==> src/rtl/gpc_pkg.sv <==
package gpc_pkg;

  typedef struct packed {
    logic clear;  // start accepted: zero the running count
    logic gate;   // gate open on this edge
    logic close;  // final gate edge: latch the result
  } gateStrobes_t;

  function automatic int unsigned maxCodes(input int unsigned shift);
    return 32'd65536 >> shift;
  endfunction

  function automatic int unsigned codesFor(input logic [2:0] sel, input int unsigned shift);
    int unsigned base;
    case (sel)
      3'd1:    base = 16384;
      3'd2:    base = 65536;
      3'd3:    base = 10000;
      3'd4:    base = 20000;
      default: base = 4096;
    endcase
    return base >> shift;
  endfunction

endpackage

==> src/rtl/gpc_ctrl.sv <==
module gpc_ctrl #(
  parameter int CODE_SHIFT = 0,
  parameter int LIM_W      = 17
) (
  input  logic                 clk,
  input  logic                 rstN,
  input  logic                 start,
  input  logic [2:0]           resSel,
  output gpc_pkg::gateStrobes_t strobes,
  output logic [LIM_W-1:0]     limit,
  output logic                 busy,
  output logic                 done
);
  localparam int TMR_W = LIM_W;

  logic [LIM_W-1:0] limitQ;
  logic [LIM_W-1:0] selLimit;
  logic [LIM_W:0]   gateLen;
  logic [TMR_W-1:0] timerQ;
  logic             busyQ;
  logic             doneQ;
  logic             startOk;
  logic             lastEdge;

  assign selLimit = LIM_W'(gpc_pkg::codesFor(resSel, CODE_SHIFT));
  assign gateLen  = {selLimit, 1'b0};
  assign startOk  = start && !busyQ;
  assign lastEdge = busyQ && (timerQ == '0);

  always_ff @(posedge clk or negedge rstN) begin
    if (!rstN) begin
      busyQ  <= 1'b0;
      doneQ  <= 1'b0;
      timerQ <= '0;
      limitQ <= '0;
    end else begin
      doneQ <= 1'b0;
      if (startOk) begin
        busyQ  <= 1'b1;
        limitQ <= selLimit;
        timerQ <= TMR_W'(gateLen - (LIM_W+1)'(1));
      end else if (busyQ) begin
        if (timerQ == '0) begin
          busyQ <= 1'b0;
          doneQ <= 1'b1;
        end else begin
          timerQ <= timerQ - TMR_W'(1);
        end
      end
    end
  end

  assign strobes.clear = startOk;
  assign strobes.gate  = busyQ;
  assign strobes.close = lastEdge;
  assign limit = limitQ;
  assign busy  = busyQ;
  assign done  = doneQ;

  // Gate-length watch counter, independent of the down-counting timer.
  logic [LIM_W:0] gateSeen;
  always_ff @(posedge clk or negedge rstN) begin
    if (!rstN)        gateSeen <= '0;
    else if (startOk) gateSeen <= '0;
    else if (busyQ)   gateSeen <= gateSeen + (LIM_W+1)'(1);
  end

  p_gate_len_r2: assert property (@(posedge clk) disable iff (!rstN)
    $fell(busyQ) |-> (gateSeen == {limitQ, 1'b0}));

  p_done_single_r5: assert property (@(posedge clk) disable iff (!rstN)
    doneQ |=> !doneQ);

  p_done_after_gate_r5: assert property (@(posedge clk) disable iff (!rstN)
    $fell(busyQ) |-> doneQ);

  p_ignore_start_r7: assert property (@(posedge clk) disable iff (!rstN)
    (busyQ && start && (timerQ != '0)) |=> (busyQ && $stable(limitQ)));

  p_no_restart_r7: assert property (@(posedge clk) disable iff (!rstN)
    (busyQ && start && (timerQ == '0)) |=> !busyQ);

endmodule

==> src/rtl/gpc_datapath.sv <==
module gpc_datapath #(
  parameter int CNT_W = 16,
  parameter int LIM_W = 17
) (
  input  logic                  clk,
  input  logic                  rstN,
  input  logic                  pulseIn,
  input  gpc_pkg::gateStrobes_t strobes,
  input  logic [LIM_W-1:0]      limit,
  output logic [CNT_W-1:0]      result,
  output logic                  overrange
);
  logic [1:0]       syncQ;
  logic             prevQ;
  logic             risingEdge;
  logic             hit;
  logic             atTop;
  logic [CNT_W-1:0] countQ;
  logic             ovrRunQ;
  logic [CNT_W-1:0] resultQ;
  logic             ovrQ;

  assign risingEdge = syncQ[1] && !prevQ;
  assign hit        = strobes.gate && risingEdge;
  assign atTop      = (LIM_W'(countQ) == (limit - LIM_W'(1)));

  always_ff @(posedge clk or negedge rstN) begin
    if (!rstN) begin
      syncQ <= '0;
      prevQ <= 1'b0;
    end else begin
      syncQ <= {syncQ[0], pulseIn};
      prevQ <= syncQ[1];
    end
  end

  always_ff @(posedge clk or negedge rstN) begin
    if (!rstN) begin
      countQ  <= '0;
      ovrRunQ <= 1'b0;
    end else if (strobes.clear) begin
      countQ  <= '0;
      ovrRunQ <= 1'b0;
    end else if (hit) begin
      if (atTop) ovrRunQ <= 1'b1;
      else       countQ  <= countQ + CNT_W'(1);
    end
  end

  always_ff @(posedge clk or negedge rstN) begin
    if (!rstN) begin
      resultQ <= '0;
      ovrQ    <= 1'b0;
    end else if (strobes.close) begin
      resultQ <= (hit && !atTop) ? countQ + CNT_W'(1) : countQ;
      ovrQ    <= ovrRunQ || (hit && atTop);
    end
  end

  assign result    = resultQ;
  assign overrange = ovrQ;

  p_count_below_limit_r4: assert property (@(posedge clk) disable iff (!rstN)
    strobes.gate |-> (LIM_W'(countQ) < limit));

  p_result_hold_r6: assert property (@(posedge clk) disable iff (!rstN)
    !strobes.close |=> ($stable(resultQ) && $stable(ovrQ)));

  p_clear_on_start_r3: assert property (@(posedge clk) disable iff (!rstN)
    strobes.clear |=> (countQ == '0) && !ovrRunQ);

endmodule

==> src/rtl/gated_pulse_counter.sv <==
module gated_pulse_counter #(
  parameter int CODE_SHIFT = 0,
  localparam int CNT_W = $clog2(gpc_pkg::maxCodes(CODE_SHIFT))
) (
  input  logic             clk,
  input  logic             rstN,
  input  logic             pulseIn,
  input  logic             start,
  input  logic [2:0]       resSel,
  output logic [CNT_W-1:0] result,
  output logic             done,
  output logic             busy,
  output logic             overrange
);
  localparam int LIM_W = CNT_W + 1;

  gpc_pkg::gateStrobes_t strobes;
  logic [LIM_W-1:0]      limit;

  gpc_ctrl #(.CODE_SHIFT(CODE_SHIFT), .LIM_W(LIM_W)) u_ctrl (
    .clk     (clk),
    .rstN    (rstN),
    .start   (start),
    .resSel  (resSel),
    .strobes (strobes),
    .limit   (limit),
    .busy    (busy),
    .done    (done)
  );

  gpc_datapath #(.CNT_W(CNT_W), .LIM_W(LIM_W)) u_datapath (
    .clk       (clk),
    .rstN      (rstN),
    .pulseIn   (pulseIn),
    .strobes   (strobes),
    .limit     (limit),
    .result    (result),
    .overrange (overrange)
  );

endmodule

==> config.mk <==
export PLATFORM = sky130hd
export DESIGN_NAME = gated_pulse_counter
export DESIGN_NICKNAME = d
export VERILOG_FILES = /design/src/rtl/gpc_pkg.sv /design/src/rtl/gpc_ctrl.sv /design/src/rtl/gpc_datapath.sv /design/src/rtl/gated_pulse_counter.sv
export SDC_FILE = /design/constraint.sdc
export NUM_CORES = 1
export LEC_CHECK = 0
export ABC_AREA = 0
export CAP_MARGIN = 0
export CORE_ASPECT_RATIO = 0.75
export CORE_UTILIZATION = 46
export CTS_CLUSTER_SIZE = 8
export DETAILED_ROUTE_END_ITERATION = 16
export HOLD_SLACK_MARGIN = 0.02
export PLACE_DENSITY = 0.65
export SYNTH_ARGS = -nofsm -noshare
export SYNTH_HDL_FRONTEND = slang
export SYNTH_SLANG_ARGS = --single-unit
==> constraint.sdc <==
create_clock -name clk -period 6.73 [get_ports clk]
set_input_delay 1.346 -clock clk [delete_from_list [all_inputs] [get_ports clk]]
set_output_delay 1.346 -clock clk [all_outputs]
set_load 0.1 [all_outputs]
Word level (Yosys, flattened, before mapping)
Index checks and enable logic that the tools add are counted. W data, S select, Z words.

Register bits after elaboration: 73. Bits in latches: 0. RAM bits: 0. Memory bits (read-only): 0. Output and inout bits: 19. Memories: 0.

$add $sub $neg: 4. Multipliers: 0. Divide/modulo/power cells: 0. $lt $le $gt $ge: 0. Eq/ne operators: 7. Shifts and indexed selects: 0. Muxes and demuxes: 17. Bitwise logic cells: 0. Reduce and logical (&&, ||, !) cells: 17.

Operators by type and width (number): $pmux W17 S4 (1); $mux W16 (4); $mux W17 (3); $sub A17 B1 Y17 const B (3); $eq A16 B17 Y1 (1); $logic_not A17 Y1 (1); $add A16 B1 Y16 const B (1); $mux W1 (9); $eq A3 B2 Y1 const B (2); $logic_and A1 B1 Y1 (6); $reduce_and A2 Y1 (3); $reduce_bool A2 Y1 (3); $eq A3 B1 Y1 const B (1); $eq A3 B3 Y1 const B (1); $logic_not A1 Y1 (3); $ne A2 B1 Y1 const B (1); $ne A2 B2 Y1 const B (1); $logic_or A1 B1 Y1 (1).

Depth between registers and ports, before layout
Gate-level depths: netlist of run 1.

Depth in word-level cells: 5. Gate-level depth with buffers: 11. Depth with buffers taken out: 9.

Modules after synthesis
A second synthesis of run 1 with hierarchy kept.

Cells, all modules: 416. Area total of the unflattened synthesis: 3768.6 um2.

By module, submodules not included: gpc_datapath (times used 1, cells each 248, area an instance 2254.7 um2); gpc_ctrl (times used 1, cells each 168, area an instance 1514.0 um2).

Least setup slack after synthesis of run 1
Ideal clock, no wire load.

Path kind: register -> register. Start point: register u_ctrl.limitQ[13], in the netlist u_ctrl.limit[13]. End point: register u_datapath.resultQ[4], in the netlist u_datapath.result[4]. Library setup time: 124 ps. Arrival time: 2518 ps. Path slack: 4089 ps. Stages on the path, launching flop included: 12. Period minus slack after synthesis: 2641 ps. Path through: dfrtp_1 > buf_6 > inv_1 > ha_1 > or3b_4 > nor4_4 > mux2i_1 > a2111oi_4 > and2_4 > buf_6 > nor4_1 > o31a_1.

Word-level cells in the longest chain between the ends: 5.

RTL lines: start, declared (RTL line gpc_ctrl.sv:16) `logic [LIM_W-1:0] limitQ;`; start signal, assigned (RTL line gpc_ctrl.sv:40) `limitQ <= selLimit;`; $sub A17 B1 Y17 (RTL line gpc_datapath.sv:25) `assign atTop = (LIM_W'(countQ) == (limit - LIM_W'(1)));`; $eq A16 B17 Y1 (RTL line gpc_datapath.sv:25); $logic_not A1 Y1 (RTL line gpc_datapath.sv:55) `resultQ <= (hit && !atTop) ? countQ + CNT_W'(1) : countQ;`; $logic_and A1 B1 Y1 (RTL line gpc_datapath.sv:55); $mux W16 (RTL line gpc_datapath.sv:55); end signal, assigned (RTL line gpc_datapath.sv:55); end, declared (RTL line gpc_datapath.sv:20) `logic [CNT_W-1:0] resultQ;`.

No other way between the ends. A chain may end at the register's enable or synchronous reset.

Worst setup path in the final report of run 1
Start point: register u_ctrl.timerQ[7]. End point: register u_datapath.resultQ[8], in the netlist u_datapath.result[8].

Word-level cells in the longest chain between the ends: 2.

RTL lines: start, declared (RTL line gpc_ctrl.sv:19) `logic [TMR_W-1:0] timerQ;`; start signal, assigned (RTL line gpc_ctrl.sv:41) `timerQ <= TMR_W'(gateLen - (LIM_W+1)'(1));`; start signal, assigned (RTL line gpc_ctrl.sv:47) `timerQ <= timerQ - TMR_W'(1);`; $logic_not A17 Y1 (RTL line gpc_ctrl.sv:28) `assign lastEdge = busyQ && (timerQ == '0);`; $logic_and A1 B1 Y1 (RTL line gpc_ctrl.sv:28).

No other way between the ends.

==> results of run 1 <==
through the flow:
step | util | instances | instance area [um^2]
CTS | 0.541 | 452 | 3700
global placement | 0.517 | 437 | 3530
floorplan | - | 348 | 3270
finish | 0.541 | 452 | 3700
global route | 0.541 | 452 | 3700
detailed placement | 0.517 | 437 | 3530
routing by layer:
layer / share of wire / vias up / GRT usage
li1: - / 1278 / -
met4: 0.0071 / 0 / 0.0425
met1: 0.52 / 1237 / 0.300
met2: 0.43 / 52 / 0.306
met3: 0.045 / 6 / 0.0641
met5: 0 / - / 0
cell families after synthesis:
group / count (synthesis) / synth area share
AOI/OAI and AO/OA: 85 / 0.172
xor gates and xnor gates: 24 / 0.0643
adders and majority gates: 5 / 0.0191
buffers and inverters: 27 / 0.0371
DFF: 62 / 0.475
muxes: 4 / 0.0123
and+or+nand+nor: 141 / 0.220
where the power goes:
| part | switching [mW] | internal (mW) | leakage, nW |
|---|---|---|---|
| combinational | 0.0754 | 0.0585 | 0.643 |
| clock | 0.132 | 0.152 | 0.0865 |
| sequential | 0.0586 | 0.410 | 0.762 |
worst paths after layout:
| path | from | end | slack, ns |
|---|---|---|---|
| worst max-delay path | u_ctrl.timerQ[7] | u_datapath.result[8] | 3.22 |
| worst min-delay path | u_datapath.syncQ[0] | u_datapath.syncQ[1] | 0.35 |
| worst max register to register | u_ctrl.timerQ[7] | u_datapath.result[8] | 3.22 |
| worst min register to register | u_datapath.syncQ[0] | u_datapath.syncQ[1] | 0.35 |
| max in group asynchronous | rstN | u_ctrl.timerQ[12] | 5.03 |
| min in group asynchronous | rstN | u_ctrl.limit[16] | 1.16 |
cells in the mapped netlist (all sizes together), types with 2 or more instances:
cell type  count  area share
dfrtp         62        0.47
nand2         40       0.046
nor2          29       0.033
a21oi         24       0.037
o21ai         22       0.034
xnor2         20       0.054
clkbuf        17       0.020
nand3         16       0.025
or3           10       0.019
nor3           9       0.014
a31oi          7       0.013
nor4           6       0.018
a211oi         5       0.013
and2           5       0.010
buf            5       0.012
ha             5       0.019
inv            5      0.0057
nand4          5      0.0096
and3           4      0.0077
mux2i          4       0.012
nor2b          4      0.0077
o31ai          4      0.0092
xor2           4       0.011
a22oi          3      0.0069
nand2b         3      0.0057
o211ai         3      0.0069
o311ai         3      0.0080
o31a           3      0.0080
or4            3      0.0069
a21o           2      0.0046
o211a          2      0.0061
o311a          2      0.0061
o41ai          2      0.0054
or2            2      0.0038
cell type report:
cell class	count	area share
Inverter	5	0.00508
Clock inverter	1	0.00135
Timing Repair Buffer	27	0.0704
Clock buffer	14	0.0440
Multi-Input combinational cell	259	0.431
Sequential cell	62	0.420
Tap cell	84	0.0284
worst max-delay path, stage by stage (launching register included):
cell	delay, ns
dfrtp_1	0.40
or3_1	0.46
nor4_2	0.49
nand4_1	0.88
inv_1	0.68
and3_1	0.34
a22oi_1	0.10
nand2_1	0.11
sequential cells by signal (all words and copies together), names as in the netlist:
name,flops
u_ctrl.timerQ,17
u_datapath.syncQ,2
u_datapath.result,16
u_ctrl.done,1
u_datapath.prevQ,1
u_datapath.ovrRunQ,1
u_ctrl.limit,6
u_ctrl.busy,1
u_datapath.countQ,16
u_datapath.overrange,1
==> flow_summary.toml, run 1 <==
[logic_synthesis]
syn_area_per_cell_um2 = 9.39
synth.distinct_cells = 49
async_reset_ff_frac = 1.00
synth-seq-cells = 62
synth_edf_count = 0
yosys_warnings = 0
netlist_area_um2 = 3270
synth_ff_type = "dfrtp_1"
yosysSeqAreaShare = 0.475
syn_inst = 348
synth_nets = 360

[sta]
finalSetupViolations = 0
min_period_ns = 3.51
slew_headroom = 0.326
fin_skew_ns = 0.00727
fin_tns_setup_ns = 0
fmax_mhz = 285
period_share = 0.522
whs_ns = 0.351
finalMaxSlewViolations = 0
finalHoldViolCount = 0
tightest_slew_ns = 1.01
setup_ws_ns = 3.22
rsz0062_at_grt = "false"

[route]
final_antenna_net_count = 0
via_per_inst = 5.69
drc = 0
drt_iter0_markers = 141
vias = 2573
post_drt_wl_per_cell_um = 15.2
dr.pass1.iters = 5
drt_wl_total_um = 6880

[cells_and_area]
fin_nets = 376
fillers = 624
final_cell_mix = "62 x dfrtp_1, 40 x nand2_1, 29 x nor2_1"
mostFrequentLayoutCell = "dfrtp_1"
area.sequential_um2 = 1550
areaGrowthSynthToFinish_pct = 13.2
drive_gt1_frac = 0.0652
multi_input_area_um2 = 1590
antennaDiodeCount = 0

[status]
status = "complete, no violations"

[power]
p_leak_nw = 1.49
power_density_nw_per_um2 = 240
power_mw = 0.887
peakVddDrop_uv = 149

[flow_run]
drv_cap = 0

[place]
place_congestion = 0.861
port_buffers = 25
place_hpwl_um = 4630
pre_cts_slack_ns = 3.24

[clock_network]
cts_setup_buffers = 0
clk_path_buf_depth = 2
cts_tree = "done"
htreeDepth = 3
root_buffer = "clkbuf_8"
cts_made_buffers = 9
clock_latency_ns = 0.34
cts.repair.resized = 0
clock-sinks = 62
clk_pin_slew_ns = 0.06
cts_hold_buf = 0

[global_route]
grt_pass1_wl_um = 11800
grt.total_usage = 0.207
gr-total-overflow = 0
antenna_found_initial = 0
grt_pass1_vias = 2445
grt_start_max_net_pins = 63

[die]
core_area_um2 = 6830
die_width_um = 99.3
die_h_um = 75.0
rows = 26
start_util = 0.478
die-area_um2 = 7450
io_pins = 26

[critical_path]
rr_worst_depth = 7
endpoint_kind = "register"
cp.required_ns = 7.00
crit_fanout = 26
startpoint_type = "register"
path_class = "register to register"
arrival_ns = 3.78

[min_path]
hold-path-cell-count = 0
hp-class = "register to register"
Note: power is estimated with default switching activity, not from simulation.
==> run 2, diff against run 1 <==
--- a/config.mk
+++ b/config.mk
@@ -12,7 +12,7 @@
 export CTS_CLUSTER_SIZE = 8
 export DETAILED_ROUTE_END_ITERATION = 16
 export HOLD_SLACK_MARGIN = 0.02
-export PLACE_DENSITY = 0.65
+export PLACE_DENSITY = 0.68
 export SYNTH_ARGS = -nofsm -noshare
 export SYNTH_HDL_FRONTEND = slang
 export SYNTH_SLANG_ARGS = --single-unit
==> constraint.sdc (replaced) <==
create_clock -name clk -period 2.9 [get_ports clk]
set_input_delay 0.58 -clock clk [delete_from_list [all_inputs] [get_ports clk]]
set_output_delay 0.58 -clock clk [all_outputs]
set_load 0.1 [all_outputs]
==> run 2 against run 1 <==
Against the previous run:
- critical path depth rose by 3
- fmax up 29%
- sequential power rose by 130%
- wire length rose by 4.3%
- final area increased by 2.7%
- non-clock buffer count is 12 higher
- sequential cell count stayed put
- utilization up 1.5 points
- register-to-register slack worse by 3.0 ns
==> flow_summary.toml, run 2 (synthesis gave the netlist of run 1 again) <==
[cells_and_area]
instances_no_fill = 466
drive_gt1_frac = 0.165
antennaDiodeCount = 0
mostFrequentLayoutCell = "dfrtp_1"
areaGrowthSynthToFinish_pct = 16.3
fin_nets = 389
largest_register = "u_ctrl.timerQ"
final_core_util = 0.556
stdcell_area_um2 = 3800
fillers = 626
largest_register_ffs = 17
final_cell_mix = "62 x dfrtp_1, 40 x nand2_1, 33 x buf_4"

[place]
port_buffers = 25
postPlaceCellArea_um2 = 3570
dp_cells = 449
place_congestion = 0.817
place_hpwl_um = 5040
pre_cts_slack_ns = 0.132

[route]
post_drt_wl_per_cell_um = 15.4
dr.pass1.iters = 4
met1_length_um = 3450
drt_iter0_markers = 147
drt_wl_total_um = 7180
vias = 2683
met2_length_um = 3180
final_antenna_net_count = 0
wl_met3_um = 450
drc = 0
top_layer_used = "met4"
via_per_inst = 5.76

[critical_path]
startpoint_type = "register"
rr_worst_depth = 10
r2r-end = "u_datapath.result[4]"
reg2reg_from = "u_ctrl.limit[11]"
endpoint_kind = "register"
arrival_ns = 2.96
crit_fanout = 12
r2r_slack_ns = 0.17
path_class = "register to register"
cp.required_ns = 3.13

[sta]
fmax_mhz = 366
tightest_slew_ns = 0.872
finalHoldViolCount = 0
fin_skew_ns = 0.0138
min_period_ns = 2.73
whs_ns = 0.341
period_share = 0.943
finalMaxSlewViolations = 0
fin_tns_setup_ns = 0
setup_ws_ns = 0.167
rsz0062_at_grt = "false"
finalSetupViolations = 0
slew_headroom = 0.419

[clock_network]
clk_path_buf_depth = 2
cts_setup_buffers = 0
htreeDepth = 3
cts_hold_buf = 0
cts_made_buffers = 9
clock_latency_ns = 0.35
root_buffer = "clkbuf_8"
clock-sinks = 62
clk_pin_slew_ns = 0.08
cts_tree = "done"

[global_route]
gr-total-overflow = 0
antenna_found_initial = 0
grt_start_max_net_pins = 40
grt_pass1_vias = 2382
grt_pass1_wl_um = 11500
grt.total_usage = 0.206

[power]
peakVddDrop_uv = 292
power_switching_mw = 0.662
switching_share = 0.300
power_frac_seq = 0.485
power_density_nw_per_um2 = 580
power_mw = 2.20
power.share.combinational = 0.155
p_leak_nw = 1.60
p_int_mw = 1.54
power_frac_clock = 0.359

[die]
io_pins = 26
die-area_um2 = 7450
rows = 26
die_h_um = 75.0
start_util = 0.478
core_area_um2 = 6830
die_width_um = 99.3

[flow_run]
drv_cap = 0

[status]
status = "complete, no violations"

[min_path]
hp-class = "primary input to asynchronous set/reset pin"
-- run 2: changes by cell type in the layout (fill, tap and decap cells not counted), sizes merged --
| cell | delta |
|---|---|
| bufinv | +1 |
| clkinvlp | +3 |
| buf | +31 |
| clkdlybuf4s50 | -19 |
| and2 | +1 |
| clkbuf | -3 |
-- run 2: metal layers --
layer | up-vias | GRT usage
met3 | 8 | 0.0539
met5 | - | 0
met4 | 0 | 0.0784
li1 | 1312 | -
met1 | 1288 | 0.288
met2 | 75 | 0.309
-- run 2: worst max path at each step --
stage	start	endpoint	depth (start not counted)
finish	u_ctrl.limit[11]	u_datapath.result[4]	10
global route	u_ctrl.limit[11]	u_datapath.result[4]	10
CTS	u_ctrl.limit[11]	u_datapath.result[1]	9
detailed placement	u_ctrl.limit[11]	u_datapath.result[1]	9
global placement	u_ctrl.limit[11]	u_datapath.result[1]	9
floorplan	u_ctrl.limit[13]	u_datapath.result[4]	11
-- run 2: layout make-up --
type	instances	area, um^2	share of cell area
clock inverter	5	57.6	0.0152
inverter	5	18.8	0.00494
multi-input combinational	260	1610	0.424
tap	84	105	0.0277
clock buffer	11	151	0.0399
sequential	62	1550	0.408
timing repair buffer	39	303	0.0797
-- run 2: critical path, stage by stage (launching register included) --
cell and delay, ns:
dfrtp_1 0.38, inv_1 0.11, ha_2 0.23, or4b_2 0.61, nor3_1 0.20, o21ai_0 0.15
a211oi_2 0.23, buf_4 0.21, and2_4 0.20, nor4_1 0.05, o31a_1 0.24
-- run 2: power by group through the flow --
stage                     clock network, mW  registers (mW)  logic (mW)
after CTS                             0.811            1.07       0.343
after global routing                  0.842            1.08       0.388
after floorplan                           0            1.03       0.288
after global placement                    0            1.08       0.332
final                                 0.792            1.07       0.343
after detailed placement                  0            1.08       0.341
-- run 2: timing repair --
| item | in CTS | in global routing |
|---|---|---|
| setup endpoints to repair | 0 | 8 |
| hold endpoints to repair | 0 | 0 |
| gates resized for setup | 0 | 3 |
==> run 3, diff against run 2 <==
--- a/config.mk
+++ b/config.mk
@@ -8,6 +8,7 @@
 export ABC_AREA = 0
 export CAP_MARGIN = 0
 export CORE_ASPECT_RATIO = 0.75
+export CORE_MARGIN = 4
 export CORE_UTILIZATION = 46
 export CTS_CLUSTER_SIZE = 8
 export DETAILED_ROUTE_END_ITERATION = 16
==> run 3 against run 2 <==
Against the previous run:
- utilization down 0.099 points
- wire length barely moved
- non-clock buffer count increased by 2
- register-to-register slack got worse by 0.04 ns
- final cell count up 3.2%
- clock power decreased by 4.3%
- worst setup slack worse by 0.044 ns
- critical path depth did not move
- largest power group unchanged
- sequential cell count unchanged
==> flow_summary.toml, run 3 (synthesis gave the netlist of run 1 again) <==
[status]
status = "complete, no violations"

[clock_network]
cts_made_buffers = 9
cts.repair.resized = 0
cts_hold_buf = 0
clock-sinks = 62
clock_latency_ns = 0.34
clk_pin_slew_ns = 0.07
root_buffer = "clkbuf_8"
htreeDepth = 3
clk_path_buf_depth = 2
cts_tree = "done"
cts_setup_buffers = 0

[critical_path]
endpoint_kind = "register"
critPathMaxStageDelay_ns = 0.62
cp.required_ns = 3.12
crit_chain = "inv_1 -> ha_2 -> or4b_2 -> nor3_1 -> o21ai_0 -> a211oi_2 -> buf_4 -> and2_4 -> nor4_1 -> o31a_1"
arrival_ns = 3.00
critPathSlowestCell = "or4b_2"
startpoint_type = "register"
path_class = "register to register"
crit_fanout = 14
path_delay_family = "simple AND/OR/NAND/NOR gates"
crit_buf_inv = 2

[sta]
whs_ns = 0.353
finalSetupViolations = 0
min_period_ns = 2.78
period_share = 0.958
slew_headroom = 0.472
fin_skew_ns = 0.0116
finalHoldViolCount = 0
finalMaxSlewViolations = 0
tightest_slew_ns = 0.792
fmax_mhz = 360

[place]
port_buffers = 25
place_congestion = 0.825
dp_cells = 465
place_hpwl_um = 5130

[route]
via_per_inst = 5.54
final_antenna_net_count = 0
drt_iter0_markers = 138
post_drt_wl_per_cell_um = 14.9
drt_wl_total_um = 7180
drc = 0
dr.pass1.iters = 4
vias = 2665

[global_route]
gr-total-overflow = 0
grt_start_max_net_pins = 63
antenna_found_initial = 0
grt_pass1_wl_um = 12300
grt.total_usage = 0.183
grt_pass1_vias = 2541

[cells_and_area]
largest_register_ffs = 17
mostFrequentLayoutCell = "dfrtp_1"
antennaDiodeCount = 0
final_core_util = 0.555
final_cell_mix = "62 x dfrtp_1, 40 x nand2_1, 35 x buf_4"
largest_register = "u_ctrl.timerQ"
areaGrowthSynthToFinish_pct = 16.6
instances_no_fill = 481
drive_gt1_frac = 0.164
fin_nets = 390

[power]
power.share.combinational = 0.158
power_density_nw_per_um2 = 571
peakVddDrop_uv = 341
p_leak_nw = 1.61
p_int_mw = 1.52
power_frac_seq = 0.493
power_switching_mw = 0.659
power_frac_clock = 0.348
switching_share = 0.303

[flow_run]
drv_cap = 0

[die]
core_area_um2 = 6860
io_pins = 26
rows = 26
die-area_um2 = 8530
start_util = 0.476
die_width_um = 105
die_h_um = 81.0

[min_path]
hp-class = "register to register"
## run 3: power groups by stage
stage	Combinational, mW	Clock (mW)	Sequential, mW
global route	0.387	0.828	1.09
detailed placement	0.343	0	1.09
finish	0.345	0.758	1.07
global placement	0.331	0	1.08
floorplan	0.288	0	1.03
CTS	0.345	0.779	1.07
## run 3: cell type report
type / count / area (um^2)
sequential: 62 / 1550
clock inverter: 6 / 61.3
tap: 98 / 123
clock buffer: 10 / 138
multi-input combinational: 259 / 1600
fill: 597 / 3050
inverter: 5 / 18.8
timing repair buffer: 41 / 318
## run 3: metrics by stage
step	instance area (um^2)	power, mW	TNS, ns	setup slack, ns
detailed placement	3600	1.43	0	0.0781
CTS	3800	2.19	0	0.0658
floorplan	3270	1.31	0	0.259
global route	3810	2.30	-0.0136	-0.0136
global placement	3600	1.41	0	0.225
finish	3810	2.18	0	0.123
## run 3: path summary, 6_finish.rpt
check | startpoint | endpoint | slack, ns | depth (start not counted)
max in group asynchronous | rstN | u_ctrl.timerQ[6] | 1.98 | 2
min | u_datapath.syncQ[0] | u_datapath.syncQ[1] | 0.35 | 0
max | u_ctrl.limit[11] | u_datapath.result[4] | 0.12 | 10
min reg2reg | u_datapath.syncQ[0] | u_datapath.syncQ[1] | 0.35 | 0
min in group asynchronous | rstN | u_ctrl.timerQ[1] | 0.41 | 2
max reg2reg | u_ctrl.limit[11] | u_datapath.result[4] | 0.12 | 10
## run 3: metal layers
| layer | global-route usage | share of wire |
|---|---|---|
| met4 | 0.0590 | 0.010 |
| met5 | 0 | 0 |
| met1 | 0.260 | 0.51 |
| met2 | 0.268 | 0.43 |
| met3 | 0.0540 | 0.052 |
